### config.mk
export PLATFORM = sky130hd
export DESIGN_NAME = ring_chan_regs
export DESIGN_NICKNAME = d
export VERILOG_FILES = /design/src/rtl/ring_pkg.sv /design/src/rtl/ring_ptr.sv /design/src/rtl/ring_irq.sv /design/src/rtl/ring_addr.sv /design/src/rtl/ring_chan_regs.sv
export SDC_FILE = /design/constraint.sdc
export NUM_CORES = 1
export LEC_CHECK = 0
export CORE_MARGIN = 10
export CORE_UTILIZATION = 55
export DETAILED_ROUTE_END_ITERATION = 7
export DONT_BUFFER_PORTS = 1
export GPL_ROUTABILITY_DRIVEN = 0
export PLACE_DENSITY_LB_ADDON = 0.25
export SLEW_MARGIN = 20
export SYNTH_ARGS = -nofsm -noshare
export SYNTH_HDL_FRONTEND = slang
export SYNTH_SLANG_ARGS = --single-unit
export TNS_END_PERCENT = 100
### constraint.sdc
create_clock -name clk -period 9.8 [get_ports clk]
set_input_delay 1.47 -clock clk [delete_from_list [all_inputs] [get_ports clk]]
set_output_delay 1.47 -clock clk [all_outputs]
set_load 0.02 [all_outputs]
### src/rtl/ring_pkg.sv
package ring_pkg;
  // Register slots on the word-addressed bus; slot order fixes byte offsets.
  typedef enum logic [1:0] {
    SLOT_REQ_HEAD = 2'd0,
    SLOT_REQ_TAIL = 2'd1,
    SLOT_RSP_HEAD = 2'd2,
    SLOT_RSP_TAIL = 2'd3
  } slot_e;
endpackage

### src/rtl/ring_ptr.sv
module ring_ptr #(
  parameter int IDX_W      = 32,
  parameter int LOG_W      = $clog2(IDX_W + 1),
  parameter bit HOST_OWNED = 1'b0
) (
  input  logic             clk,
  input  logic             rst_n,
  input  logic [LOG_W-1:0] depth_log2,
  input  logic             host_we,
  input  logic [IDX_W-1:0] host_wdata,
  input  logic             adv,
  output logic [IDX_W-1:0] idx,
  output logic [IDX_W-1:0] mask
);
  localparam logic [IDX_W-1:0] ONE = IDX_W'(1);

  logic [IDX_W-1:0] idx_d;
  logic             idx_en;

  assign mask = (ONE << depth_log2) - ONE;

  generate
    if (HOST_OWNED) begin : g_host
      always_comb begin
        idx_en = host_we;
        idx_d  = host_wdata & mask;
      end
    end else begin : g_dev
      always_comb begin
        idx_en = adv;
        idx_d  = (idx + ONE) & mask;
      end
    end
  endgenerate

  always_ff @(posedge clk or negedge rst_n) begin
    if (!rst_n)      idx <= '0;
    else if (idx_en) idx <= idx_d;
  end

  AST_IDX_IN_RANGE: assert property (@(posedge clk) disable iff (!rst_n)
    (idx & ~mask) == '0);

  generate
    if (!HOST_OWNED) begin : g_chk_dev
      AST_DEV_IDX_HOLD: assert property (@(posedge clk) disable iff (!rst_n)
        !adv |=> $stable(idx));
    end
  endgenerate
endmodule

### src/rtl/ring_irq.sv
module ring_irq (
  input  logic clk,
  input  logic rst_n,
  input  logic push_ok,
  input  logic was_empty,
  input  logic force_flag,
  input  logic force_en,
  output logic msi_pulse
);
  logic msi_d;

  always_comb begin
    msi_d = push_ok && (was_empty || (force_flag && force_en));
  end

  always_ff @(posedge clk or negedge rst_n) begin
    if (!rst_n) msi_pulse <= 1'b0;
    else        msi_pulse <= msi_d;
  end

  AST_MSI_NEEDS_PUSH: assert property (@(posedge clk) disable iff (!rst_n)
    msi_pulse |-> $past(push_ok));
  AST_MSI_NO_FORCE_OFF: assert property (@(posedge clk) disable iff (!rst_n)
    (push_ok && !was_empty && !force_en) |=> !msi_pulse);
endmodule

### src/rtl/ring_addr.sv
module ring_addr #(
  parameter int IDX_W     = 32,
  parameter int ADDR_W    = 64,
  parameter int REQ_BYTES = 64,
  parameter int RSP_BYTES = 4
) (
  input  logic [ADDR_W-1:0] chunk_base,
  input  logic [ADDR_W-1:0] chunk_len,
  input  logic [IDX_W-1:0]  req_head,
  input  logic [IDX_W-1:0]  rsp_tail,
  input  logic [IDX_W-1:0]  rsp_mask,
  output logic [ADDR_W-1:0] req_addr,
  output logic [ADDR_W-1:0] rsp_addr
);
  localparam int REQ_SH = $clog2(REQ_BYTES);
  localparam int RSP_SH = $clog2(RSP_BYTES);

  logic [ADDR_W-1:0] rsp_span;
  logic [ADDR_W-1:0] rsp_base;

  always_comb begin
    rsp_span = (ADDR_W'(rsp_mask) + ADDR_W'(1)) << RSP_SH;
    rsp_base = chunk_base + chunk_len - rsp_span;
    req_addr = chunk_base + (ADDR_W'(req_head) << REQ_SH);
    rsp_addr = rsp_base + (ADDR_W'(rsp_tail) << RSP_SH);
  end
endmodule

### src/rtl/ring_chan_regs.sv
module ring_chan_regs
  import ring_pkg::*;
#(
  parameter int IDX_W     = 32,
  parameter int ADDR_W    = 64,
  parameter int REQ_BYTES = 64,
  parameter int RSP_BYTES = 4,
  parameter int LOG_W     = $clog2(IDX_W + 1)
) (
  input  logic              clk,
  input  logic              rst_n,
  input  logic [LOG_W-1:0]  req_depth_log2,
  input  logic [LOG_W-1:0]  rsp_depth_log2,
  input  logic [ADDR_W-1:0] chunk_base,
  input  logic [ADDR_W-1:0] chunk_len,
  input  logic              force_en,
  input  logic              reg_we,
  input  logic [1:0]        reg_word,
  input  logic [IDX_W-1:0]  reg_wdata,
  output logic [IDX_W-1:0]  reg_rdata,
  output logic              req_avail,
  output logic [ADDR_W-1:0] req_addr,
  input  logic              req_take,
  output logic              rsp_full,
  output logic [ADDR_W-1:0] rsp_addr,
  input  logic              rsp_push,
  input  logic              rsp_force,
  output logic              msi_pulse
);
  logic [IDX_W-1:0] req_head, req_tail, rsp_head, rsp_tail;
  logic [IDX_W-1:0] req_mask, req_mask_t, rsp_mask, rsp_mask_t;
  logic             take_ok, push_ok, rsp_empty;
  logic             wr_req_tail, wr_rsp_head;
  slot_e            slot;

  always_comb begin
    slot        = slot_e'(reg_word);
    wr_req_tail = reg_we && (slot == SLOT_REQ_TAIL);
    wr_rsp_head = reg_we && (slot == SLOT_RSP_HEAD);
    req_avail   = (req_head != req_tail);
    rsp_empty   = (rsp_head == rsp_tail);
    rsp_full    = (((rsp_tail + IDX_W'(1)) & rsp_mask) == rsp_head);
    take_ok     = req_take && req_avail;
    push_ok     = rsp_push && !rsp_full;
    unique case (slot)
      SLOT_REQ_HEAD: reg_rdata = req_head;
      SLOT_REQ_TAIL: reg_rdata = req_tail;
      SLOT_RSP_HEAD: reg_rdata = rsp_head;
      default:       reg_rdata = rsp_tail;
    endcase
  end

  ring_ptr #(.IDX_W(IDX_W), .LOG_W(LOG_W), .HOST_OWNED(1'b0)) u_req_head (
    .clk(clk), .rst_n(rst_n), .depth_log2(req_depth_log2),
    .host_we(1'b0), .host_wdata(reg_wdata), .adv(take_ok),
    .idx(req_head), .mask(req_mask));

  ring_ptr #(.IDX_W(IDX_W), .LOG_W(LOG_W), .HOST_OWNED(1'b1)) u_req_tail (
    .clk(clk), .rst_n(rst_n), .depth_log2(req_depth_log2),
    .host_we(wr_req_tail), .host_wdata(reg_wdata), .adv(1'b0),
    .idx(req_tail), .mask(req_mask_t));

  ring_ptr #(.IDX_W(IDX_W), .LOG_W(LOG_W), .HOST_OWNED(1'b1)) u_rsp_head (
    .clk(clk), .rst_n(rst_n), .depth_log2(rsp_depth_log2),
    .host_we(wr_rsp_head), .host_wdata(reg_wdata), .adv(1'b0),
    .idx(rsp_head), .mask(rsp_mask_t));

  ring_ptr #(.IDX_W(IDX_W), .LOG_W(LOG_W), .HOST_OWNED(1'b0)) u_rsp_tail (
    .clk(clk), .rst_n(rst_n), .depth_log2(rsp_depth_log2),
    .host_we(1'b0), .host_wdata(reg_wdata), .adv(push_ok),
    .idx(rsp_tail), .mask(rsp_mask));

  ring_addr #(.IDX_W(IDX_W), .ADDR_W(ADDR_W), .REQ_BYTES(REQ_BYTES),
              .RSP_BYTES(RSP_BYTES)) u_addr (
    .chunk_base(chunk_base), .chunk_len(chunk_len),
    .req_head(req_head), .rsp_tail(rsp_tail), .rsp_mask(rsp_mask),
    .req_addr(req_addr), .rsp_addr(rsp_addr));

  ring_irq u_irq (
    .clk(clk), .rst_n(rst_n), .push_ok(push_ok), .was_empty(rsp_empty),
    .force_flag(rsp_force), .force_en(force_en), .msi_pulse(msi_pulse));

  AST_MASKS_AGREE: assert property (@(posedge clk) disable iff (!rst_n)
    (req_mask == req_mask_t) && (rsp_mask == rsp_mask_t));
  AST_NO_UNDERRUN: assert property (@(posedge clk) disable iff (!rst_n)
    (req_take && !req_avail && !wr_req_tail) |=> !req_avail);
  AST_NO_OVERRUN: assert property (@(posedge clk) disable iff (!rst_n)
    (rsp_push && rsp_full && !wr_rsp_head) |=> (rsp_full && !msi_pulse));
  AST_EMPTY_PUSH_PULSE: assert property (@(posedge clk) disable iff (!rst_n)
    (rsp_push && rsp_empty && !rsp_full) |=> msi_pulse);
  AST_RO_HEAD_WRITE: assert property (@(posedge clk) disable iff (!rst_n)
    (reg_we && slot == SLOT_REQ_HEAD && !req_take) |=> $stable(req_head));
endmodule

; Word level (Yosys, flattened, before mapping)
; Index checks and enable logic that the tools add are counted.
[totals]
regBits = 129
inputBits = 181
elab_cells = 35
[classes]
addsub = 9
eq_ne = 5
shifts = 2
muxes = 1
bitwise = 4
n_reduce_logical = 9
[ops]
columns = op, n
row1 = $and A32 B32 Y32, 4
row2 = $pmux W32 S3, 1
row3 = $add A32 B1 Y32 const B, 2
row4 = $add A64 B34 Y64, 1
row5 = $add A64 B38 Y64, 1
row6 = $add A64 B64 Y64, 1
row7 = $eq A32 B32 Y1, 2
row8 = $shl A1 B6 Y32 const A, 2
row9 = $sub A32 B1 Y32 const B, 2
row10 = $sub A64 B64 Y64, 1
row11 = $add A32 B1 Y33 const B, 1
row12 = $ne A32 B32 Y1, 1
row13 = $logic_and A1 B1 Y1, 6
row14 = $eq A2 B1 Y1 const B, 1
row15 = $eq A2 B2 Y1 const B, 1
row16 = $logic_not A2 Y1, 1
row17 = $logic_not A1 Y1, 1
row18 = $logic_or A1 B1 Y1, 1

; Logic depth before layout (Yosys ltp)
[logic_depth]
depth_word = 7
mapped_depth = 31
ltp_nobuf = 27

; Hierarchy
; A second synthesis with hierarchy kept.
[hier_totals]
cells_unflattened = 2802
hier_area_um2 = 21435.6
[by_module_without_submodules]
columns = mod, instances, cells_each, area_each_um2, seq_area_each_um2
row1 = ring_addr, 1, 1356, 9445.3, 0.0
row2 = ring_chan_regs, 1, 332, 2775.2, 0.0
row3 = ring_ptr at u_rsp_tail, 1, 320, 2468.6, 800.8
row4 = ring_ptr at u_req_head, 1, 283, 2346.0, 800.8
row5 = ring_ptr at u_req_tail, 1, 250, 2218.4, 800.8
row6 = ring_ptr at u_rsp_head, 1, 258, 2145.8, 800.8
row7 = ring_irq, 1, 3, 36.3, 25.0

; Worst setup path after synthesis
; OpenSTA, ideal clock, no wires.
[synth_timing]
kind = in2out
start = input rsp_depth_log2[4]
end = output rsp_addr[62]
arrival_ps = 8357
setup_slack_ps = -27
path_stages = 29
cell_sequence = buf_6 > or2_1 > clkbuf_1 > nor2_2 > nand2_1 > or2_2 > ha_1 > clkbuf_1 > clkbuf_1 > o221ai_1 > xor2_1 > nor2_1 > and3_1 > nor3b_1 > nand3b_1 > xor2_1 > fa_1 > fa_1 > inv_1 > ha_1 > clkbuf_1 > nand2_1 > nor3_1 > nand2_1 > o41ai_1 > a211oi_1 > o21ai_0 > a211oi_1 > a2111oi_0
[synth_between]
elab_chain_cells = 5
[synth_rtl]
columns = element, line_no
row1 = from (decl), ring_chan_regs.sv:13  ; input logic [LOG_W-1:0] rsp_depth_log2,
row2 = $shl A1 B6 Y32, ring_ptr.sv:20  ; assign mask = (ONE << depth_log2) - ONE;
row3 = $sub A32 B1 Y32, ring_ptr.sv:20
row4 = $add A32 B1 Y33, ring_addr.sv:22  ; rsp_span = (ADDR_W'(rsp_mask) + ADDR_W'(1)) << RSP_SH;
row5 = $sub A64 B64 Y64, ring_addr.sv:23  ; rsp_base = chunk_base + chunk_len - rsp_span;
row6 = $add A64 B34 Y64, ring_addr.sv:25  ; rsp_addr = rsp_base + (ADDR_W'(rsp_tail) << RSP_SH);
row7 = to (decl), ring_chan_regs.sv:25  ; output logic [ADDR_W-1:0] rsp_addr,
; No other way between the ends.

; Final worst setup path
[layout_timing]
start = input rsp_depth_log2[3]
end = output rsp_addr[60]
; Same word-level chain as after synthesis.

==> metrics.md <==
| Metric | Value |
|---|---|
| CTS root buf | clkbuf_16 |
| # hold bufs at CTS | 0 |
| Max_slew headroom | 25.3% |
| DRT antenna net count | 0 |
| Crit end category | primary output |
| # Max-Cap Violations | 0 |
| DRC viols | 0 |
| Nets | 2887 |
| Syn Nets | 2945 |
| Unrepaired setup endpoints after global routing | no |
| Largest net degree at the start of global routing | 130 |
| CTS tree | yes |
| Clk_lat worst skew | 0.45 ns |
| Min-delay src | u_req_tail.idx[1] |
| Sequential share of the synthesized area | 16.5% |
| Synth top area cells | dfrtp_1 17%, ha_1 10%, xnor2_1 8.9%, fa_1 6.9%, inv_1 5.6% |
| Worst EP arrival | 7.91 ns |
| Reg2Reg Depth | 10 |
| Post-synth EDFFs | 0 |
| Die Width | 209 um |
| Ratio of final minimum period to clock period | 95.7% |
| Vias in the first global route | 19.0k |
| Clock Tree Buf Depth | 2 |
| Worst-Margin Slew | 1.11 ns |
| Syn avg cell area | 7.70 sq um |
| Crit Reg-Reg Startpoint | u_rsp_tail.idx[0] |
| Setup Slack @ Placement | 0.273 ns |
| Die footprint | 0.0435 sq mm |
| Core Area | 0.0353 sq mm |
| Initial Util | 55.4% |
| Achievable Freq | 107 MHz |
| Slew Viols, Final | 0 |
| CTS clk-pin slew, worst paths | 0.07 ns |
| CP required | 8.33 ns |
| GRT overflow | 0 |
| Status | finished, final reports clean |
| Yosys top cell area share | 16.5% |
| Mapped Cells | 2539 |
| CTS H-tree depth | 4 |
| Layout cells sized above 1 | 6.34% |
| Total Routing Usage GR | 33.1% |
| Leakage | 0.00901 uW |
| I/O pin count | 344 |
| 1st-pass router iterations | 6 |
| Met2 wire len | 32.2 mm |
| Worst Path Max Fanout | 33 |
| Drt total wl | 75.7 mm |
| Total negative setup slack | 0 ns |
| Core Rows | 69 |
| Final worst setup slack | 0.417 ns |
| Wl on met1 | 28.2 mm |
| Clock share of power | 16.8% |
| Most common cell after layout, fill and taps aside | inv_1 |
| Ys flop type | dfrtp_1 |
| Setup violations, final | 0 |
| DIE HEIGHT | 209 um |
| Hold path depth | 2 |
| Final count of hold timing violations | 0 |
| Synth cell types | 94 |
| Internal | 1850 uW |
| DR vias/cell | 6.72 |
| First-iteration detailed-routing DRC count | 2974 |
| Switching Power | 2160 uW |
| Pwr/cell area | 195 mW/mm^2 |
| Post-synth ARST share | 100% |
| Reg2Reg Setup Slack | 4.79 ns |
| Crit path from | rsp_depth_log2[3] |
| Switching Fraction | 53.8% |
| Peak supply drop | 236 uV |
| HPWL Detailed | 60.9 mm |
| CP startpoint kind | input pin |
| Crit Path Class | in -> out |
| Yosys warns | 0 |
| Combinational share of power | 64.3% |
| Routed len/inst | 25.6 um |
| Clock skew | 0.0123 ns |
| Initial antenna violation count | 5 |
| Clk sinks | 129 |
| Port bufs | 0 |
| Area grow syn2layout | 5.21% |
| Seq cells post-synth | 129 |
| Leading area contributor after synthesis | dfrtp_1 |
| Vias | 19.9k |
| Min Tclk post-route | 9.38 ns |
| Global-route wire length before repair | 114 mm |
| CP Capture Point | rsp_addr[60] |
| Max layer used | met5 |
| Most frequent cells in the layout | 293 x inv_1, 278 x nand2_1, 198 x xnor2_1 |
| R2r endpoint | u_irq.msi_pulse |
| Reg power frac | 18.9% |
| TritonCTS buffer count | 17 |
| Wire length on met3 | 10.6 mm |
| Mapped cell area | 0.0196 sq mm |
| Worst min path class | reg -> reg |
flip-flops by register name, indices dropped and copies added, names as in the netlist:
signal,count
u_irq.msi_pulse,1
u_req_head.idx,32
u_req_tail.idx,32
u_rsp_head.idx,32
u_rsp_tail.idx,32
logic make-up after synthesis:
group,count (synthesis),share of synthesized area (%)
mux,49,4.60
xor+xnor,252,11.3
simple gates,840,21.2
flops,129,16.5
fa+ha+maj,225,17.0
buf+inv,424,8.75
compound gates,620,20.6
metal layers:
layer	global-route usage, %	vias up
met2	49.4	1392
li1	-	8818
met3	11.7	271
met5	0	-
met1	41.4	9424
met4	17.2	6
cells in the mapped netlist, drive strengths merged (28+ instances only):
library cell,number
a21oi,171
inv,293
and3,31
nand4,59
a21o,43
xnor2,200
nand3,74
a31oi,29
buf,50
xor2,52
fa,67
o21a,28
ha,158
o21ai,142
nor2,167
clkbuf,80
dfrtp,129
nor4,32
mux4,32
a311oi,33
nand2,278
nor3,64
through the flow:
stage / power, uW / std cells / instance area, sq um / util (%) / hold slack, ns
6_report: 4000 / 2962 / 20600 / 58.3 / 0.519
5_1_grt: 4240 / 2958 / 20600 / 58.3 / 0.552
4_1_cts: 3950 / 2953 / 20500 / 58.1 / 0.523
3_5_place_dp: 3270 / 2921 / 19900 / 56.4 / 0.504
3_3_place_gp: 3240 / 2921 / 19900 / 56.4 / 0.499
2_1_floorplan: 2630 / 2539 / 19600 / - / 0.476
worst max-delay path, stage by stage:
cell and delay [ns]:
or2_2 0.33, nor2_2 0.14, nand2_1 0.05, or2_2 0.30, ha_1 0.38, nor2_1 0.17
o21ai_1 0.18, nor2_1 0.22, and3_1 0.25, nor3b_1 0.19, buf_4 0.16, nand3_1 0.09
nor3_1 0.16, a21o_1 0.13, fa_1 0.43, fa_1 0.51, inv_1 0.04, ha_1 0.39
a21oi_1 0.23, o21bai_1 0.08, a21oi_1 0.20, o221ai_1 0.17, or4_1 0.42, a211oi_1 0.28
nor4_1 0.12, buf_4 0.17, a221oi_1 0.39, xnor2_2 0.23
layout make-up:
type,instances,area (sq um)
flip-flops and latches,129,3230
clock buffers,17,425
repair buffers,53,398
diodes,7,17.5
inverters,294,1100
clock inverters,15,173
multi-input cells,1986,14700
well taps,461,577
fillers,3271,14700
power groups by stage:
stage / sequential (uW) / combinational (uW) / clock (uW)
after CTS: 743 / 2530 / 670
after global placement: 747 / 2490 / 0
final: 759 / 2570 / 671
after detailed placement: 751 / 2520 / 0
after global routing: 758 / 2790 / 692
after floorplan: 666 / 1960 / 0
how the worst min path moves through the flow:
| stage | endpoint | slack [ns] |
|---|---|---|
| 2_1_floorplan | u_req_tail.idx[1] | 0.48 |
| 3_3_place_gp | u_req_tail.idx[1] | 0.50 |
| 3_5_place_dp | u_req_tail.idx[31] | 0.50 |
| 4_1_cts | u_req_tail.idx[1] | 0.52 |
| 5_1_grt | u_req_tail.idx[17] | 0.55 |
| 6_report | u_req_tail.idx[1] | 0.52 |
what timing repair did:
action,in CTS,in global routing
gates resized for setup,0,6
setup buffers,0,1
setup endpoints to repair,0,10
No activity file was read; power rests on OpenSTA's default activity.
